===== src/rtl/bh_pkg.sv =====
package bh_pkg;
  typedef enum logic {
    BUS_OWNED = 1'b0,
    BUS_LENT  = 1'b1
  } bus_own_e;
endpackage


===== src/rtl/bh_sync.sv =====
module bh_sync #(
  parameter int STAGES = 2
) (
  input  logic clk,
  input  logic d_async,
  output logic q_sync
);
  logic [STAGES-1:0] chain;

  // No reset: the request must be seen even while reset is held.
  always_ff @(posedge clk) chain[0] <= d_async;

  generate
    for (genvar i = 1; i < STAGES; i++) begin : g_stage
      always_ff @(posedge clk) chain[i] <= chain[i-1];
    end
  endgenerate

  assign q_sync = chain[STAGES-1];
endmodule


===== src/rtl/bh_grant_fsm.sv =====
module bh_grant_fsm
  import bh_pkg::*;
#(
  parameter int OUTST_W = 2
) (
  input  logic               clk,
  input  logic               rst,
  input  logic               hold_s,
  input  logic               pend_req,
  input  logic [OUTST_W-1:0] outst_cnt,
  input  logic               lock_act,
  output logic               hold_ack,
  output logic               float_en,
  output logic               start_pend,
  output logic               bus_req
);
  bus_own_e state_q, state_d;
  logic     quiet;
  logic     release_now;

  // The bus may be handed over only when no cycle is in flight and no lock is held.
  assign quiet       = (outst_cnt == '0) && !lock_act;
  assign release_now = (state_q == BUS_LENT) && !hold_s;

  always_comb begin
    state_d = state_q;
    if (rst) begin
      state_d = (hold_s && quiet) ? BUS_LENT : BUS_OWNED;
    end else begin
      unique case (state_q)
        BUS_OWNED: if (hold_s && quiet) state_d = BUS_LENT;
        BUS_LENT:  if (!hold_s)         state_d = BUS_OWNED;
        default:   state_d = BUS_OWNED;
      endcase
    end
  end

  always_ff @(posedge clk) begin
    state_q    <= state_d;
    hold_ack   <= (state_d == BUS_LENT);
    float_en   <= (state_d == BUS_LENT);
    start_pend <= !rst && release_now && pend_req;
    bus_req    <= !rst && pend_req;
  end

  assert_float_tracks_ack_R4: assert property (@(posedge clk) disable iff (rst)
    float_en == hold_ack);

  assert_no_ack_while_busy_R3: assert property (@(posedge clk) disable iff (rst)
    $rose(hold_ack) |-> $past(outst_cnt) == '0);

  assert_no_ack_while_locked_R5: assert property (@(posedge clk) disable iff (rst)
    $rose(hold_ack) |-> !$past(lock_act));

  assert_ack_needs_request_R2: assert property (@(posedge clk) disable iff (rst)
    $rose(hold_ack) |-> $past(hold_s));

  assert_ack_kept_R6: assert property (@(posedge clk) disable iff (rst)
    (hold_ack && hold_s) |=> hold_ack);

  assert_strobe_on_release_R7: assert property (@(posedge clk) disable iff (rst)
    start_pend |-> $fell(hold_ack));
endmodule


===== src/rtl/bus_hold_ctrl.sv =====
module bus_hold_ctrl #(
  parameter int SYNC_STAGES = 2,
  parameter int OUTST_W     = 2
) (
  input  logic               clk,
  input  logic               rst,
  input  logic               hold_req,
  input  logic               pend_req,
  input  logic [OUTST_W-1:0] outst_cnt,
  input  logic               lock_act,
  output logic               hold_ack,
  output logic               bus_req,
  output logic               float_en,
  output logic               start_pend
);
  logic hold_s;

  bh_sync #(.STAGES(SYNC_STAGES)) u_sync (
    .clk     (clk),
    .d_async (hold_req),
    .q_sync  (hold_s)
  );

  bh_grant_fsm #(.OUTST_W(OUTST_W)) u_fsm (
    .clk        (clk),
    .rst        (rst),
    .hold_s     (hold_s),
    .pend_req   (pend_req),
    .outst_cnt  (outst_cnt),
    .lock_act   (lock_act),
    .hold_ack   (hold_ack),
    .float_en   (float_en),
    .start_pend (start_pend),
    .bus_req    (bus_req)
  );
endmodule


===== config.mk =====
export PLATFORM = sky130hd
export DESIGN_NAME = bus_hold_ctrl
export DESIGN_NICKNAME = d
export VERILOG_FILES = /design/src/rtl/bh_pkg.sv /design/src/rtl/bh_sync.sv /design/src/rtl/bh_grant_fsm.sv /design/src/rtl/bus_hold_ctrl.sv
export SDC_FILE = /design/constraint.sdc
export NUM_CORES = 1
export LEC_CHECK = 0
export ABC_AREA = 1
export CORE_AREA = 5 5 42 44
export CTS_BUF_LIST = sky130_fd_sc_hd__clkbuf_4 sky130_fd_sc_hd__clkbuf_8
export DETAILED_ROUTE_END_ITERATION = 8
export DIE_AREA = 0 0 47 49
export DONT_BUFFER_PORTS = 1
export HOLD_SLACK_MARGIN = 0.03
export MAX_ROUTING_LAYER = met4
export PLACE_DENSITY = 0.3
export SYNTH_ARGS = -nofsm -noshare
export SYNTH_HDL_FRONTEND = slang
export SYNTH_SLANG_ARGS = --single-unit

===== constraint.sdc =====
create_clock -name clk -period 0.87 [get_ports clk]
set_clock_uncertainty 0.05 [all_clocks]
set_input_delay 0.174 -clock clk [delete_from_list [all_inputs] [get_ports clk]]
set_output_delay 0.174 -clock clk [all_outputs]
set_load 0.05 [all_outputs]

==> summary by stage, run 1 <==
Outcome
The flow ran to the end, but the final reports show violations. The checks that failed: negative setup slack.

Global routing
The number of antenna violations at the first check in global routing is 0. Summed over all layers, the global routing overflow is 0. Entering global routing, the biggest net connects 4 pins.

The first global-routing pass estimated 407 um of wire. The total routing resource utilization after global routing is 0.03181. The number of global-route vias before repair came to between 100 and 150.

Route
In the routed design, unresolved DRC markers number 0. The count of routing violations after the opening detailed-route iteration is 2. The wire length per cell is between 6 and 7 um. The average via count per standard cell is between 3 and 4. The first detailed-routing pass took 2 iterations. The routed layout has between 100 and 150 vias.

The post-route antenna net violation count is 0. Wires add up to 277 um.

Place
The congestion estimate from routability-driven global placement came to 0.5113. At the placement stage, the worst setup path has a slack of about 0.14 ns. The number of cells after detailed placement is 34.

Input and output buffers added on the ports amount to 0.

Power and ir drop
The maximum vdd drop is about 0.0011 V. Power spread over the standard cell area amounts to between 1500 and 2000 nW/um^2. The standby leakage power is 0.1356 nW.

The overall power after layout is slightly above 600 uW.

Cells and area
The number of antenna repair diodes is 0. The non-filler instance count after layout is 42. Summing all multi-input logic gate instances after layout gives ~36 um^2. At the end of the flow, the number of nets in the layout was 34.

After filler insertion, the fill cell instance count of the layout stands at roughly 160. Compared with the post-synthesis result, the final layout area differs by 92.13%. The share of cells above drive strength 1 is 0.5385. Registers take around 110 um^2.

Critical path
For the worst setup path, the data required time is 0.65 ns. The count of buffering cells on the critical path with inverters included is 1. The cell with the largest stage delay on the worst path is sky130_fd_sc_hd__dfxtp_4. The critical path's largest stage delay is ~0.35 ns. The endpoint kind of the worst setup timing path is an output port. The worst setup path is launched from a flop.

In this run the number of cells on the critical path is 1. By startpoint and endpoint, the worst setup path is classified as flop to output port. The reg2reg setup slack is 0.11 ns. Of all nets on the critical path, the largest fanout is 2. Measured in cells, the most critical reg-to-reg path has a length of 3.

The top cell family by delay on the critical path is flip-flops. The worst path arrival time is 0.76 ns. The critical path goes through buf_12.

Floorplanning
The core region is 1401 um^2. In this run the count of I/O pins placed on the die edge is 11. The initial utilization of the core area, before any placement, comes to 0.1134.

The die covers 2303 um^2. In this run the core area contains 14 standard-cell rows. Measured along the y axis, the die boundary spans 49 um. The horizontal die dimension is ~47 um.

Timing
The maximum clock frequency is approximately 1000 MHz. The slack of the critical path is -0.1099 ns. The transition at the pin with the smallest max-transition slack is just over 0.1 ns. The smallest clock period supported by the final layout is computed as ~1 ns. The tightest hold path in the finished design has a slack of roughly 0.05 ns.

The remaining max-slew budget at the tightest pin is 0.9323. Setup repair after global routing could not meet its margin everywhere. The final-report hold violation count is 0. Of the available clock period, the critical path in the final layout requires 1.126.

The number of max-slew violations in the final report is 0. The count of final setup violators is 4.

Clock tree
The root buffer cell chosen for the clock tree is sky130_fd_sc_hd__clkbuf_4. The clock tree from TritonCTS is built. The largest buffer count on any clock path is 2.

The clock input transition at the sequential cells of the worst setup and hold paths is about 0.04 ns. The number of sinks handled by clock tree synthesis is 5. The number of clock buffers inserted by TritonCTS is 3. For the worst-skew pair, the clock arrives at the later sink with an insertion delay of 0.24 ns. In this run the number of H-tree levels came out at 1.

Job
The number of maximum-capacitance violations is 0.

Logic synthesis
The mean post-synth cell area is just under 10 um^2. The sequential fraction of the synthesis area is 0.6299. In this run, synthesis produced a sequential element count of 5. The number of nets handed over by synthesis was 23. The post-synthesis cell type count is 8. Summing every instance area after synthesis gives 158.9 um^2. The yosys synthesis warning count is 0.

Counting every instance in the synthesized netlist gives 16.

Min path
The number of cells on the worst hold path is 3. The tightest min-delay check is of the input pin to flop type.
[cells in the mapped netlist]
cell type                 n  area (um^2)
sky130_fd_sc_hd__nand2_2  1        6.260
sky130_fd_sc_hd__nand2_1  1        3.750
sky130_fd_sc_hd__a21oi_2  1        8.760
sky130_fd_sc_hd__buf_4    1        7.510
sky130_fd_sc_hd__nor3_2   1        10.01
sky130_fd_sc_hd__nor2_1   2        7.510
sky130_fd_sc_hd__inv_1    4        15.01
sky130_fd_sc_hd__dfxtp_1  5        100.1
[kinds of logic (layout without fill, tap and decap cells)]
group,count (synthesis),in the layout,share of synthesized area
flip-flops,5,5,0.6299
buffers and inverters,5,15,0.1417
AND/OR/NAND/NOR,5,5,0.1733
AO/OA/AOI/OAI,1,1,0.05513
[registers in the layout, summed over array words and instances, names as in the netlist]
| signal | cells |
|---|---|
| u_fsm.bus_req | 1 |
| u_sync.q_sync | 1 |
| u_sync.chain | 1 |
| u_fsm.start_pend | 1 |
| u_fsm.hold_ack | 1 |
[power breakdown]
| group | internal (mW) | total (mW) | leakage [nW] | switching, mW |
|---|---|---|---|---|
| clock | 0.204 | 0.294 | 0.0184 | 0.0902 |
| sequential | 0.238 | 0.244 | 0.0429 | 0.00579 |
| combinational | 0.0326 | 0.0666 | 0.0743 | 0.0341 |
| total | 0.475 | 0.605 | 0.136 | 0.130 |
[layout make-up]
cell class | count | area share
flip-flops and latches | 5 | 0.3484
repair buffers | 7 | 0.3197
clock buffers | 4 | 0.09836
inverters | 4 | 0.04918
well taps | 16 | 0.06557
multi-input cells | 6 | 0.1189
[worst paths after layout]
path,from,endpoint
worst min register to register,u_sync.chain[0],u_sync.q_sync
worst max-delay path,u_fsm.hold_ack,hold_ack
worst max register to register,u_fsm.hold_ack,u_fsm.hold_ack
worst min-delay path,outst_cnt[0],u_fsm.hold_ack
[timing repair]
item                       4_1_cts  5_1_grt
resized for setup                2        0
buffers inserted                 1        0
setup endpoints to repair        4        4
hold buffers                     3        0
hold endpoints to repair         3        0
[routing by layer]
metal	wire length, um	global-route usage
met4	0	0
met5	0	-
met3	71	0.06642
met1	71	0.01766
met2	134	0.04072
[placed cells by master (no fill, tap or decap)]
cell type / netlist / layout
sky130_fd_sc_hd__a21oi_2: 1 / 1
sky130_fd_sc_hd__buf_12: 0 / 3
sky130_fd_sc_hd__buf_4: 1 / 1
sky130_fd_sc_hd__clkbuf_4: 0 / 4
sky130_fd_sc_hd__dfxtp_1: 5 / 2
sky130_fd_sc_hd__dfxtp_2: 0 / 2
sky130_fd_sc_hd__dfxtp_4: 0 / 1
sky130_fd_sc_hd__dlygate4sd3_1: 0 / 3
sky130_fd_sc_hd__inv_1: 4 / 4
sky130_fd_sc_hd__nand2_1: 1 / 1
sky130_fd_sc_hd__nand2_2: 1 / 1
sky130_fd_sc_hd__nor2_1: 2 / 2
sky130_fd_sc_hd__nor3_2: 1 / 1
[through the flow]
stage / instance area [um^2] / setup TNS [ns] / utilization
after floorplan: 166.4 / 0 / -
after global placement: 235.2 / 0 / 0.1679
after detailed placement: 235.2 / 0 / 0.1679
after CTS: 305.3 / -0.3770 / 0.2179
after global routing: 305.3 / -0.4479 / 0.2179
final: 305.3 / -0.3279 / 0.2179
[tightest hold or removal path: cells and delay by family]
| kind | cells | cell delay [ns] |
|---|---|---|
| AOI/OAI and AO/OA | 1 | 0.04 |
| and+or+nand+nor | 2 | 0.08 |
Power figures use the tool's default switching activity.
==> run 2: changes to the inputs <==
--- a/config.mk
+++ b/config.mk
@@ -13,7 +13,6 @@
 export DONT_BUFFER_PORTS = 1
 export HOLD_SLACK_MARGIN = 0.03
 export MAX_ROUTING_LAYER = met4
-export PLACE_DENSITY = 0.3
 export SYNTH_ARGS = -nofsm -noshare
 export SYNTH_HDL_FRONTEND = slang
 export SYNTH_SLANG_ARGS = --single-unit
==> run 2 against run 1 <==
- the run still ends with negative setup slack left
- register-to-register slack barely moved
- die area did not move
- highest routed layer is now met4
- core utilization did not move
- critical path depth did not move
- hold slack got worse by 0.0025 ns
- via count rose by 0.79%
- routed wire length rose by 4.0%
- fmax rose by 0.39%
- largest cell class unchanged
- final cell count did not move
- sequential share of layout area did not move
==> summary by stage, run 2 (synthesized netlist as in run 1, its figures left out) <==
Clock tree
TritonCTS created 3 clock buffers. The largest buffer count on any clock path is 2. The source-to-sink clock delay at the later pin of the worst-skew pair is approximately 0.24 ns.

The clock input transition at the sequential cells of the worst setup and hold paths is about 0.040 ns. The tree is rooted in a sky130_fd_sc_hd__clkbuf_4. CTS built an H-tree with a depth of 1. The clock tree from TritonCTS is built. The number of sinks handled by clock tree synthesis is 5.

Cells and area
Excluding fillers, the count of instances in the completed layout stands at 42. The number of fill cells is about 160. In the layout the commonest cells are sky130_fd_sc_hd__inv_1, sky130_fd_sc_hd__clkbuf_4, sky130_fd_sc_hd__dlygate4sd3_1, sky130_fd_sc_hd__buf_12. The number of nets at the end of the flow is 34. 0 antenna diodes ended up in the layout. The final design utilization is 0.2179. The post-route cell area is between 300 and 400 um^2.

The area added between synthesis and finish is 92.13%. Of the cells placed in the final design, the portion with a size suffix greater than 1 is 0.5385.

Global routing
The remaining global-route overflow is 0. The first-pass GRT wire length is 489 um. The number of global-route vias before repair is ~130. In the global route stage, overall resource usage came out at 0.03832. The maximum number of pins on one net before global-route repair is 4. The number of antenna violations at the first check in global routing came to 0.

Critical path
The critical path's largest stage delay is 0.35 ns. The top cell family by delay on the critical path is flip-flops. Counting both buffers and inverters, the worst setup path holds a total of 1.

STA classifies the critical path startpoint as a flop. The most critical setup path has its startpoint at u_fsm.hold_ack. The category of the most critical setup path is flop to output port. The startpoint of the lowest-slack register-to-register path is u_fsm.hold_ack. The endpoint kind of the worst setup timing path is an output port.

For the worst setup path, the data required time is about 0.65 ns. The worst path arrival time is roughly 0.75 ns. Along the worst path, the maximum fanout reaches 2. The cell with the largest stage delay on the worst path is sky130_fd_sc_hd__dfxtp_4.

The signal on the critical path passes through buf_12.

Route
Detailed routing inserted a total of approximately 130 vias. The final routed wirelength across all metal layers is approximately 290 um. The post-route antenna net violation count is 0. In this run, the number of DRC markers left after iteration 0 of detailed routing was 4. Dividing the detail-routed via count by the number of cells gives a little over 3.

The residual DRC count is 0. The total iterations of the first detailed-routing run is 2. The wire length per cell is between 6 and 7 um.

Timing
Setup repair after global routing could not meet its margin everywhere. The slack of the critical path is -0.1062 ns. The share of the clock period used by the worst path is 1.122. The number of max-slew violations in the final report is 0.

The final total negative setup slack is -0.3198 ns. Derived from the worst setup path, the maximum achievable clock frequency is about 1000 MHz. The final-report hold violation count came to 0. The transition at the pin with the smallest max-transition slack is ~0.11 ns.

Hold is met by about 0.047 ns. The count of final setup violators is 4. The remaining max-slew budget at the tightest pin is 0.9276. The smallest clock period supported by the final layout is computed as between 0.9 and 1 ns.

Place
Buffers placed on the I/O ports in this run total 0. The pre-CTS setup slack is 0.1383 ns. Once placement completed, the tool counted placed cells totaling 34. The half-perimeter wire length of the detailed placement result is about 210 um.

The post-detailed-placement cell area is ~240 um^2. The weighted congestion reported at the end of routability-driven placement is between 0.6 and 0.7.

Power and ir drop
The power density over the cells is around 2000 nW/um^2. The part of the total power dissipated in combinational logic is 0.110. The net switching power figure is about 130 uW. The clock network power share is 0.486. Of the total power, the share spent switching nets is 0.2141. The share of total power dissipated in sequential elements is 0.404. The overall power after layout is a little over 600 uW. The cell-internal power is 475.3 uW.

The standby leakage power is 0.1356 nW. IR analysis of the VDD net gives a maximum drop of a little under 0.0008 V.

Floorplanning
The starting density of the core is 0.1134. Measured along the y axis, the die boundary spans around 49 um. The standard cell core area is roughly 1400 um^2. Pin placement for this block handled 11 I/O pins. The initialized floorplan defines 14 standard-cell rows. The die footprint is approximately 2300 um^2.

The horizontal die dimension is about 47 um.

Outcome
The run finished, with violations left. The final reports fail on negative setup slack.

Min path
The launch instance of the worst min-delay path is outst_cnt[0]. The min-delay analysis places its worst path in the category input pin to flop.

Job
Max-cap violations in this run came to 0.
[run 2: cell counts in the layout (fill, tap and decap cells not counted)]
Identical to the previous run, type by type.
[run 2: routing by layer]
metal,wire [um],up-vias,track usage
met3,73,2,0.05535
li1,-,66,-
met2,115,10,0.03394
met5,0,-,-
met4,8,0,0.04147
met1,91,50,0.03091
[run 2: timing repair]
action                                  in CTS  in global routing
endpoints found under the hold margin        3                  0
gates resized for setup                      2                  0
buffers inserted                             1                  0
gates cloned                                 0                  0
endpoints found under the setup margin       4                  4
hold buffers                                 3                  0
[run 2: power groups by stage]
stage | clock network (mW) | logic [mW] | registers [mW]
finish | 0.294 | 0.0665 | 0.244
detailed placement | 0 | 0.0536 | 0.248
CTS | 0.313 | 0.0670 | 0.244
floorplan | 0 | 0.0205 | 0.262
global route | 0.332 | 0.0708 | 0.245
global placement | 0 | 0.0536 | 0.248
[run 2: area by class of cell]
class / count / area [um^2] / area share
clock buffer: 4 / 30.03 / 0.09836
inverter: 4 / 15.01 / 0.04918
multi-input combinational: 6 / 36.28 / 0.1189
sequential: 5 / 106.4 / 0.3484
tap: 16 / 20.02 / 0.06557
timing repair buffer: 7 / 97.59 / 0.3197
[run 2: path summary, 6_finish.rpt]
path,endpoint,slack [ns],cells past startpoint
setup / recovery,float_en,-0.11,1
hold / removal,u_fsm.hold_ack,0.05,3
setup reg to reg,u_fsm.hold_ack,0.11,3
hold reg to reg,u_sync.q_sync,0.27,0
==> run 3: changes to the inputs <==
--- a/config.mk
+++ b/config.mk
@@ -6,10 +6,10 @@
 export NUM_CORES = 1
 export LEC_CHECK = 0
 export ABC_AREA = 1
-export CORE_AREA = 5 5 42 44
+export CORE_AREA = 2 2 39 41
 export CTS_BUF_LIST = sky130_fd_sc_hd__clkbuf_4 sky130_fd_sc_hd__clkbuf_8
 export DETAILED_ROUTE_END_ITERATION = 8
-export DIE_AREA = 0 0 47 49
+export DIE_AREA = 0 0 41 43
 export DONT_BUFFER_PORTS = 1
 export HOLD_SLACK_MARGIN = 0.03
 export MAX_ROUTING_LAYER = met4
==> run 3 against run 2 <==
- the run still ends with negative setup slack left
- count of clock-buffer cells in the layout did not move
- combinational power about the same
- non-clock buffer count stayed put
- register-to-register slack about the same
- critical path depth stayed put
- setup slack got worse by 0.0025 ns
==> summary by stage, run 3 (synthesized netlist as in run 1, its figures left out) <==
Outcome
The checks that failed: negative setup slack. The run finished, with violations left.

Critical path
STA classifies the critical path startpoint as a flop. Grouping stages by cell kind, the critical path spends the most delay in flip-flops. The endpoint kind of the worst setup timing path is an output port. The worst path arrival time is between 0.7 and 0.8 ns. The reg2reg setup slack is ~0.11 ns.

The signal on the critical path passes through buf_12. STA puts the critical path data required time at ~0.65 ns. The number of cells on the worst reg-to-reg path is 3. The cell with the largest stage delay on the worst path is sky130_fd_sc_hd__dfxtp_4. The worst register-to-register path begins at u_fsm.hold_ack.

The endpoint of the worst-slack reg-to-reg timing path is u_fsm.hold_ack. The category of the most critical setup path is flop to output port. The maximum fanout count along the critical path is 2. The largest single stage delay on the critical path is roughly 0.35 ns. The count of buffering cells on the critical path with inverters included is 1.

Floorplanning
The site row count is 14. The die covers roughly 1800 um^2. 11 I/O pins were placed. The initial utilization of the core area, before any placement, comes to 0.1148. The standard cell core area is about 1400 um^2. The floorplan step set the die width to just over 40 um. The die outline height is roughly 43 um.

Timing
Final hold analysis gives a worst-case slack of ~0.046 ns. Setup repair after global routing could not meet its margin everywhere. The slack of the critical path is -0.1086 ns. Headroom to the max-slew limit came out at 0.9299. Based on the critical path, the design can be clocked at up to slightly above 1000 MHz. Setup violations remaining at the end of the flow were counted as 4. The final-report hold violation count is 0.

The transition at the pin with the smallest max-transition slack is around 0.10 ns. The share of the clock period used by the worst path is 1.125. The number of max-slew violations in the final report was 0. For the finished layout, the period the worst path requires is 0.9786 ns.

Route
In this run, the number of DRC markers left after iteration 0 of detailed routing was 3. The routed layout has 130 vias. The residual DRC count is 0.

The routed design has about 260 um of wire. The detail route stage leaves a number of antenna-violating nets equal to 0. The wire length per cell is about 6.2 um. The total iterations of the first detailed-routing run is 3. Dividing the detail-routed via count by the number of cells gives ~3.1.

Global routing
The number of antenna violations at the first check in global routing was 0. The number of global-route vias before repair is roughly 120. The first-pass GRT wire length is 434 um. The total routing resource utilization after global routing is 0.05139. The total overflow left after global routing is 0. Entering global routing, the biggest net connects 4 pins.

Cells and area
The number of nets at the end of the flow is 34. The area of combinational cells with multiple inputs is between 30 and 40 um^2. The sequential cells in the finished layout cover a total of 106.4 um^2. The top cell types in the final layout, fill and taps aside, are sky130_fd_sc_hd__inv_1, sky130_fd_sc_hd__clkbuf_4, sky130_fd_sc_hd__dlygate4sd3_1, sky130_fd_sc_hd__buf_12. 0 antenna diodes ended up in the layout. The share of cells above drive strength 1 is 0.5385. The area added between synthesis and finish is 92.13%. The number of fill cells is roughly 140.

Clock tree
For this design, the sink count on the clock tree is 5. The source-to-sink clock delay at the later pin of the worst-skew pair is 0.24 ns. The longest clock path from root to sink contains 2 buffers. CTS built an H-tree with a depth of 1. After clock tree synthesis, the clock-pin slew on the worst setup and hold paths is roughly 0.04 ns.

TritonCTS built the clock tree. The number of clock buffers inserted by TritonCTS is 3. The clock tree root driver cell is sky130_fd_sc_hd__clkbuf_4.

Place
At the end of routability-driven placement, the weighted congestion stood at between 0.4 and 0.5. Port buffering added 0 buffers. The half-perimeter wire length of the detailed placement result is between 150 and 200 um.

Job
The tool flagged a number of max-cap violations equal to 0.

Power and ir drop
The overall power after layout is 609.8 uW. The power density over the cells is around 2000 nW/um^2. The standby leakage power is about 0.14 nW. VDD sags by at most 0.0007671 V.

Min path
The worst hold path passes through 3 cells. The destination of the worst hold path is u_fsm.hold_ack. The launch instance of the worst min-delay path is outst_cnt[0]. The kind of path behind the tightest hold check is input pin to flop.
## run 3: final cells by class
class,count,share of cell area
clock buffers,4,0.09836
repair buffers,7,0.3197
multi-input cells,6,0.1189
inverters,4,0.04918
well taps,16,0.06557
flip-flops and latches,5,0.3484
## run 3: routing by layer
metal / vias to the layer above / share of wire / global-route usage
li1: 64 / - / -
met1: 53 / 0.35 / 0.02244
met2: 11 / 0.37 / 0.05938
met3: 2 / 0.25 / 0.07853
met4: 0 / 0.031 / 0.06000
met5: - / 0 / -
## run 3: worst max path at each step
| stage | from | to | slack (ns) | cells after the start |
|---|---|---|---|---|
| 6_report | u_fsm.hold_ack | float_en | -0.11 | 1 |
| 4_1_cts | u_fsm.hold_ack | float_en | -0.12 | 1 |
| 2_1_floorplan | u_fsm.hold_ack | hold_ack | 0.03 | 1 |
| 3_3_place_gp | u_fsm.hold_ack | float_en | 0.14 | 1 |
| 5_1_grt | u_fsm.hold_ack | hold_ack | -0.15 | 1 |
| 3_5_place_dp | u_fsm.hold_ack | float_en | 0.14 | 1 |
## run 3: per-stage QoR
stage	TNS [ns]	cell area [um^2]	cells	utilization	setup slack, ns
final	-0.3304	305.3	42	0.2206	-0.1086
after detailed placement	0	235.2	34	0.1700	0.1366
after floorplan	0	166.4	16	-	0.03499
after global placement	0	235.2	34	0.1700	0.1405
after global routing	-0.4682	305.3	42	0.2206	-0.1452
after CTS	-0.3711	305.3	42	0.2206	-0.1204
## run 3: power breakdown
group          total (mW)  leakage, nW  switching [mW]  internal, mW
combinational      0.0663       0.0743          0.0337        0.0326
clock               0.299       0.0184          0.0948         0.204
sequential          0.244       0.0429         0.00574         0.238
total               0.610        0.136           0.134         0.476
## run 3: what timing repair did
item / 4_1_cts / 5_1_grt
resized for setup: 2 / 0
hold buffers: 3 / 0
setup buffers: 1 / 0
setup endpoints to repair: 4 / 4
endpoints found under the hold margin: 3 / 0
